--- src/rtl/spis_pkg.sv ---
package spis_pkg;

  typedef struct packed {
    logic cpha;
    logic cpol;
    logic sel_pol;
  } spis_mode_t;

  // Edge leaving the idle level of the serial clock.
  function automatic logic lead_edge(input logic cpol, input logic rise, input logic fall);
    return cpol ? fall : rise;
  endfunction

  // Edge returning to the idle level.
  function automatic logic trail_edge(input logic cpol, input logic rise, input logic fall);
    return cpol ? rise : fall;
  endfunction

endpackage

--- src/rtl/spis_sync.sv ---
module spis_sync #(
  parameter int WIDTH  = 3,
  parameter int STAGES = 2
) (
  input  logic             clk,
  input  logic             rst_n,
  input  logic [WIDTH-1:0] d,
  output logic [WIDTH-1:0] q
);

  logic [WIDTH-1:0] stg [STAGES];

  always_ff @(posedge clk or negedge rst_n) begin
    if (!rst_n) begin
      for (int i = 0; i < STAGES; i++) stg[i] <= '0;
    end else begin
      stg[0] <= d;
      for (int i = 1; i < STAGES; i++) stg[i] <= stg[i-1];
    end
  end

  assign q = stg[STAGES-1];

endmodule

--- src/rtl/spis_edge.sv ---
module spis_edge
  import spis_pkg::*;
(
  input  logic       clk,
  input  logic       rst_n,
  input  logic       enable,
  input  spis_mode_t mode,
  input  logic       sck_s,
  input  logic       sel_s,
  output logic       sel_act,
  output logic       frame_start,
  output logic       lead_ev,
  output logic       trail_ev
);

  logic sck_q;
  logic act_q;
  logic rise;
  logic fall;

  always_ff @(posedge clk or negedge rst_n) begin
    if (!rst_n) begin
      sck_q <= 1'b0;
      act_q <= 1'b0;
    end else begin
      sck_q <= sck_s;
      act_q <= sel_act;
    end
  end

  assign sel_act     = enable & (sel_s == mode.sel_pol);
  assign frame_start = sel_act & ~act_q;
  assign rise        = sck_s & ~sck_q;
  assign fall        = ~sck_s & sck_q;
  assign lead_ev     = sel_act & lead_edge(mode.cpol, rise, fall);
  assign trail_ev    = sel_act & trail_edge(mode.cpol, rise, fall);

endmodule

--- src/rtl/spis_shift.sv ---
module spis_shift #(
  parameter int DATA_W = 128,
  parameter int CNT_W  = 7
) (
  input  logic              clk,
  input  logic              rst_n,
  input  logic              cpha,
  input  logic [CNT_W-1:0]  len_m1,
  input  logic [DATA_W-1:0] tx_word,
  input  logic              sel_act,
  input  logic              frame_start,
  input  logic              lead_ev,
  input  logic              trail_ev,
  input  logic              mosi_s,
  output logic              miso,
  output logic [DATA_W-1:0] rx_word,
  output logic              rx_valid,
  output logic              sample_ev,
  output logic              shift_ev,
  output logic              in_frame,
  output logic [CNT_W-1:0]  bit_cnt
);

  logic [DATA_W-1:0] tx_sh;
  logic [DATA_W-1:0] rx_sh;
  logic [DATA_W-1:0] rx_next;
  logic              done;
  logic              last_bit;

  // Put bit len_m1 of the word at the top of the shifter.
  function automatic logic [DATA_W-1:0] align_tx(input logic [DATA_W-1:0] w,
                                                 input logic [CNT_W-1:0] l);
    return w << (DATA_W - 1 - int'(l));
  endfunction

  function automatic logic [DATA_W-1:0] push_bit(input logic [DATA_W-1:0] w, input logic b);
    return (w << 1) | DATA_W'(b);
  endfunction

  assign sample_ev = in_frame & ~done & (cpha ? trail_ev : lead_ev);
  assign shift_ev  = in_frame & ~done & (cpha ? (lead_ev & (bit_cnt != '0)) : trail_ev);
  assign last_bit  = sample_ev & (bit_cnt == len_m1);
  assign rx_next   = push_bit(rx_sh, mosi_s);
  assign miso      = in_frame & tx_sh[DATA_W-1];

  always_ff @(posedge clk or negedge rst_n) begin
    if (!rst_n) begin
      tx_sh    <= '0;
      rx_sh    <= '0;
      rx_word  <= '0;
      rx_valid <= 1'b0;
      in_frame <= 1'b0;
      done     <= 1'b0;
      bit_cnt  <= '0;
    end else begin
      rx_valid <= 1'b0;
      if (frame_start) begin
        in_frame <= 1'b1;
        tx_sh    <= align_tx(tx_word, len_m1);
        rx_sh    <= '0;
        bit_cnt  <= '0;
        done     <= 1'b0;
      end else if (!sel_act) begin
        in_frame <= 1'b0;
        bit_cnt  <= '0;
        done     <= 1'b0;
      end else begin
        if (shift_ev) tx_sh <= tx_sh << 1;
        if (sample_ev) begin
          rx_sh <= rx_next;
          if (last_bit) begin
            done     <= 1'b1;
            bit_cnt  <= '0;
            rx_word  <= rx_next;
            rx_valid <= 1'b1;
          end else begin
            bit_cnt <= bit_cnt + 1'b1;
          end
        end
      end
    end
  end

endmodule

--- src/rtl/spi_slave_cfg.sv ---
module spi_slave_cfg
  import spis_pkg::*;
#(
  parameter int DATA_W      = 128,
  parameter int SYNC_STAGES = 2,
  localparam int CNT_W      = $clog2(DATA_W)
) (
  input  logic              clk,
  input  logic              rst_n,
  input  logic              enable,
  input  logic              cfg_cpol,
  input  logic              cfg_cpha,
  input  logic              cfg_sel_pol,
  input  logic [CNT_W-1:0]  cfg_len_m1,
  input  logic [DATA_W-1:0] tx_word,
  input  logic              sck_in,
  input  logic              mosi_in,
  input  logic              sel_in,
  output logic              miso_out,
  output logic [DATA_W-1:0] rx_word,
  output logic              rx_valid
);

  spis_mode_t mode;
  logic [2:0] pins_s;
  logic       sel_act;
  logic       frame_start;
  logic       lead_ev;
  logic       trail_ev;
  logic       sample_ev;
  logic       shift_ev;
  logic       in_frame;
  logic [CNT_W-1:0] bit_cnt;

  assign mode = '{cpha: cfg_cpha, cpol: cfg_cpol, sel_pol: cfg_sel_pol};

  spis_sync #(.WIDTH(3), .STAGES(SYNC_STAGES)) u_sync (
    .clk   (clk),
    .rst_n (rst_n),
    .d     ({sck_in, mosi_in, sel_in}),
    .q     (pins_s)
  );

  spis_edge u_edge (
    .clk         (clk),
    .rst_n       (rst_n),
    .enable      (enable),
    .mode        (mode),
    .sck_s       (pins_s[2]),
    .sel_s       (pins_s[0]),
    .sel_act     (sel_act),
    .frame_start (frame_start),
    .lead_ev     (lead_ev),
    .trail_ev    (trail_ev)
  );

  spis_shift #(.DATA_W(DATA_W), .CNT_W(CNT_W)) u_shift (
    .clk         (clk),
    .rst_n       (rst_n),
    .cpha        (cfg_cpha),
    .len_m1      (cfg_len_m1),
    .tx_word     (tx_word),
    .sel_act     (sel_act),
    .frame_start (frame_start),
    .lead_ev     (lead_ev),
    .trail_ev    (trail_ev),
    .mosi_s      (pins_s[1]),
    .miso        (miso_out),
    .rx_word     (rx_word),
    .rx_valid    (rx_valid),
    .sample_ev   (sample_ev),
    .shift_ev    (shift_ev),
    .in_frame    (in_frame),
    .bit_cnt     (bit_cnt)
  );

endmodule

--- config.mk ---
export PLATFORM = sky130hd
export DESIGN_NAME = spi_slave_cfg
export DESIGN_NICKNAME = d
export VERILOG_FILES = /design/src/rtl/spis_pkg.sv /design/src/rtl/spis_sync.sv /design/src/rtl/spis_edge.sv /design/src/rtl/spis_shift.sv /design/src/rtl/spi_slave_cfg.sv
export SDC_FILE = /design/constraint.sdc
export NUM_CORES = 1
export LEC_CHECK = 0
export BUFFER_PORTS_ARGS = -buffer_cell sky130_fd_sc_hd__buf_2
export CORE_UTILIZATION = 40
export CTS_CLUSTER_DIAMETER = 50
export CTS_CLUSTER_SIZE = 10
export DETAILED_ROUTE_END_ITERATION = 10
export GPL_TIMING_DRIVEN = 0
export MAX_ROUTING_LAYER = met4
export REMOVE_ABC_BUFFERS = 1
export SYNTH_ARGS = -nofsm -noshare
export SYNTH_HDL_FRONTEND = slang
export SYNTH_SLANG_ARGS = --single-unit
--- constraint.sdc ---
create_clock -name clk -period 2.32 [get_ports clk]
set_input_delay 0.348 -clock clk [delete_from_list [all_inputs] [get_ports clk]]
set_output_delay 0.348 -clock clk [all_outputs]
set_load 0.005 [all_outputs]
==> out/metrics.cfg <==
[setup_path]
timing_worst_setup_path_type = reg -> reg
kind_of_launch_point_of_the_worst_setup_path = flop
critPathMaxStageDelay_ps = 440
path_buf_inv = 4
cp_dominant_cell_by_count = buf_16
timing.critical_path.required_ps = 2770
worstPathCellList = inv_2 > ha_4 > or4b_4 > o31a_1 > o2111a_2 > nor2_4 > buf_12 > buf_16 > nand2_8 > buf_16 > o22ai_4 > o221ai_2
timing.critical_path.to_type = flop
crit_path_top_delay_cell = or4b_4
critical_path.top_delay_family = simple AND/OR/NAND/NOR gates
crit_path_max_fanout = 8
worstPathArrival_ps = 3180

[logic_synthesis]
post_synthesis_compound_gate_area_fraction_pct = 18.7
post-synth-top-area-fraction_pct = 36.8
synth_xor_area_share_pct = 0.482
synth_area_um2 = 27300
synth_area_per_cell_um2 = 10.9
muxShareOfSynthArea_pct = 31.7
sequential_cell_area_fraction_in_the_yosys_report_pct = 36.8
netlist_instances = 2508
yosys_warnings = 0
yosys_register_bits = 401
synth_enable_flop_cells = 0
synth-main-ff-cell = dfrtp_1
synth_top_cell_by_area = dfrtp_1
asyncSetResetFlopFracSynth_pct = 100
yosys.area_share.simple_pct = 7.57
post_synth_num_cell_types = 82
synth_top_family_by_area = multiplexers
netlist_top_cells_area = dfrtp_1, mux4_2, mux2_2, mux2i_1, a22o_1
adder_cell_share_of_the_synthesized_area_pct = 0.0918

[clock_tree]
clock_insertion_delay_worst_skew_ps = 590
clk_pin_slew_worst_paths_ps = 60
root_buffer = clkbuf_16
cts_buffers = 50
clock_path_buffers = 3
htree_levels = 2
numClockSinks = 401
tritoncts = built

[power]
p_comb_share_pct = 27.7
static-leakage-power_uw = 0.0154
power.share.clock_pct = 34.5
power_per_cell_area_nw_per_um2 = 621
internal_power_uw = 14300
power.sequential.fraction_pct = 37.8
p_sw_uw = 6910
vdd_drop_max_mv = 0.574
switching_share_pct = 32.6

[sta]
finalSetupTns_ps = -55420
timing.final.max_slew_violations = 0
final.hold.worst_slack_ps = 284
grt_setup_unrepaired = true
max_clock_skew_ps = 32.3
final.period_utilization_pct = 118
finalSetupViolations = 254
slew_headroom_pct = 30.5
min_period_ps = 2730
fmax_ghz = 0.366
hold_viol = 0
worstMarginPinSlew_ps = 1040
final.setup.worst_slack_ps = -411

[floorplanning]
die_h_um = 263
boundaryPins = 274
area_of_the_die_um2 = 69200
core_region_area_um2 = 67300
initial_core_util_pct = 40.5
fp.dieW_um = 263
num_rows = 95

[route]
routed_wl_um = 111000
drt_first_iter_violations = 2744
antenna_violating_nets_post_route = 0
first_pass_iters = 6
vias = 24406
viasPerCell = 6.65
routed_length_per_instance_um = 30.1
drc = 0

[placed_design]
gpl.final_weighted_congestion = 0.971
quantity_of_i_o_buffers_inserted_on_ports = 273
dpl.cell_count = 3458
dpl_worst_slack_ps = -1900
dp_hpwl_um = 71400

[grt]
grt_antenna_before_repair = 3
gr-usage-all-layers_pct = 31.0
grt-ovfl-total = 0
first_global_vias = 23612
grt_start_max_net_pins = 130
global_route_wire_length_before_repair_um = 159000

[layout]
postLayoutCoreUtil_pct = 50.8
layout.nets = 2926
areaGrowthSynthToFinish_pct = 25.4
fin_cells = 3672
fraction_of_final_layout_cells_sized_beyond_drive_strength_1_pct = 40.5

[job]
max-cap-violations = 0

[status]
status = finished with violations
failed_checks = negative setup slack

[hold_path]
worst_hold_check_path_type = in -> reg

[power groups by stage]
| stage | clock [uW] | combinational [uW] | sequential, uW |
|---|---|---|---|
| floorplan | 0 | 2800 | 7870 |
| finish | 7320 | 5880 | 8020 |
| detailed placement | 0 | 4890 | 7980 |
| CTS | 7440 | 5380 | 7880 |
| global route | 7730 | 6130 | 8060 |
| global placement | 0 | 4860 | 7970 |
[synth_stat cells, types with 75 or more instances]
master,instances
a21oi_1,84
a22o_1,136
buf_2,75
clkbuf_1,105
dfrtp_1,401
mux2_2,252
mux2i_1,221
mux4_2,159
nand2_1,199
nor2_1,183
o21ai_0,160
o22ai_1,75
[path summary, 6_finish.rpt]
| kind | from | endpoint | slack, ps | cells after the start |
|---|---|---|---|---|
| worst max-delay path | u_shift.bit_cnt[0]$_DFFE_PN0P_ | u_shift.tx_sh[71]$_DFFE_PN0P_ | -410 | 12 |
| worst min-delay path | cfg_len_m1[6] | u_shift.tx_sh[49]$_DFFE_PN0P_ | 280 | 3 |
| worst max register to register | u_shift.bit_cnt[0]$_DFFE_PN0P_ | u_shift.tx_sh[71]$_DFFE_PN0P_ | -410 | 12 |
| min in group asynchronous | rst_n | u_shift.tx_sh[5]$_DFFE_PN0P_ | 350 | 2 |
| max in group asynchronous | rst_n | u_shift.rx_sh[15]$_DFFE_PN0P_ | 480 | 4 |
| worst min register to register | u_sync.stg[5]$_DFF_PN0_ | u_sync.q[2]$_DFF_PN0_ | 350 | 0 |
[worst register-to-register path: stages (launching register included)]
cell,delay (ps)
dfrtp_1,390
inv_2,90
ha_4,130
or4b_4,440
o31a_1,250
o2111a_2,160
nor2_4,190
buf_12,160
buf_16,150
nand2_8,120
buf_16,210
o22ai_4,190
o221ai_2,130
[final cells by class]
class                   instances  area, um^2
diodes                          3        7.51
clock buffers                  56        1300
clock inverters                12         203
fillers                      6015       33100
inverters                      18         100
multi-input cells            1870       17200
flip-flops and latches        401       10000
well taps                     873        1090
repair buffers                439        4240
[flip-flops by register name, summed over array words and instances (netlist names)]
name,cells
u_sync.stg,3
u_shift.bit_cnt,7
u_shift.tx_sh,128
u_shift.rx_valid,1
u_edge.sck_q,1
u_shift.done,1
u_sync.q,3
u_shift.rx_sh,127
u_shift.rx_word,128
u_shift.in_frame,1
u_edge.act_q,1
[metrics by stage]
step / cell area (um^2) / power, uW
after floorplan: 26100 / 10700
after global placement: 28500 / 12800
after detailed placement: 29300 / 12900
after CTS: 32700 / 20700
after global routing: 34200 / 21900
final: 34200 / 21200
[per-layer routing]
| layer | vias to the layer above | wire length [um] | track usage, % |
|---|---|---|---|
| li1 | 10254 | - | - |
| met1 | 12642 | 46600 | 41.9 |
| met2 | 1267 | 50200 | 46.4 |
| met3 | 243 | 9270 | 5.43 |
| met4 | 0 | 4580 | 11.9 |
| met5 | - | 0 | - |
[cells by family (layout without fill, tap and decap cells)]
logic type | Yosys count | in the layout
AOI/OAI and AO/OA | 721 | 722
muxes | 633 | 633
and+or+nand+nor | 488 | 498
DFF | 401 | 401
buffers and inverters | 248 | 525
xor gates and xnor gates | 15 | 15
adders and majority gates | 2 | 2
other | 0 | 3
[placed cells by master, fill, tap and decap left out, types with 17 or more instances in the layout]
| cell type | instances |
|---|---|
| mux4_2 | 159 |
| buf_2 | 265 |
| buf_12 | 33 |
| nand3_1 | 19 |
| o21ai_0 | 104 |
| o21a_1 | 51 |
| nand2_1 | 187 |
| dfrtp_1 | 400 |
| mux2i_1 | 195 |
| mux2i_2 | 24 |
| buf_6 | 27 |
| a21oi_2 | 17 |
| nor2_1 | 135 |
| o22ai_1 | 60 |
| a22oi_1 | 19 |
| o21ai_1 | 44 |
| buf_16 | 32 |
| a21oi_1 | 66 |
| clkbuf_16 | 63 |
| mux2_2 | 243 |
| o211ai_1 | 32 |
| nor2_2 | 17 |
| a22o_1 | 136 |
| buf_4 | 48 |
| nor2_4 | 34 |
[repair_timing]
item	4_1_cts	5_1_grt
hold buffers	4	0
endpoints found under the setup margin	392	368
setup buffers	48	45
pin swaps	48	59
cloned	33	23
endpoints found under the hold margin	79	0
resized for setup	180	236
Power figures use the tool's default switching activity.
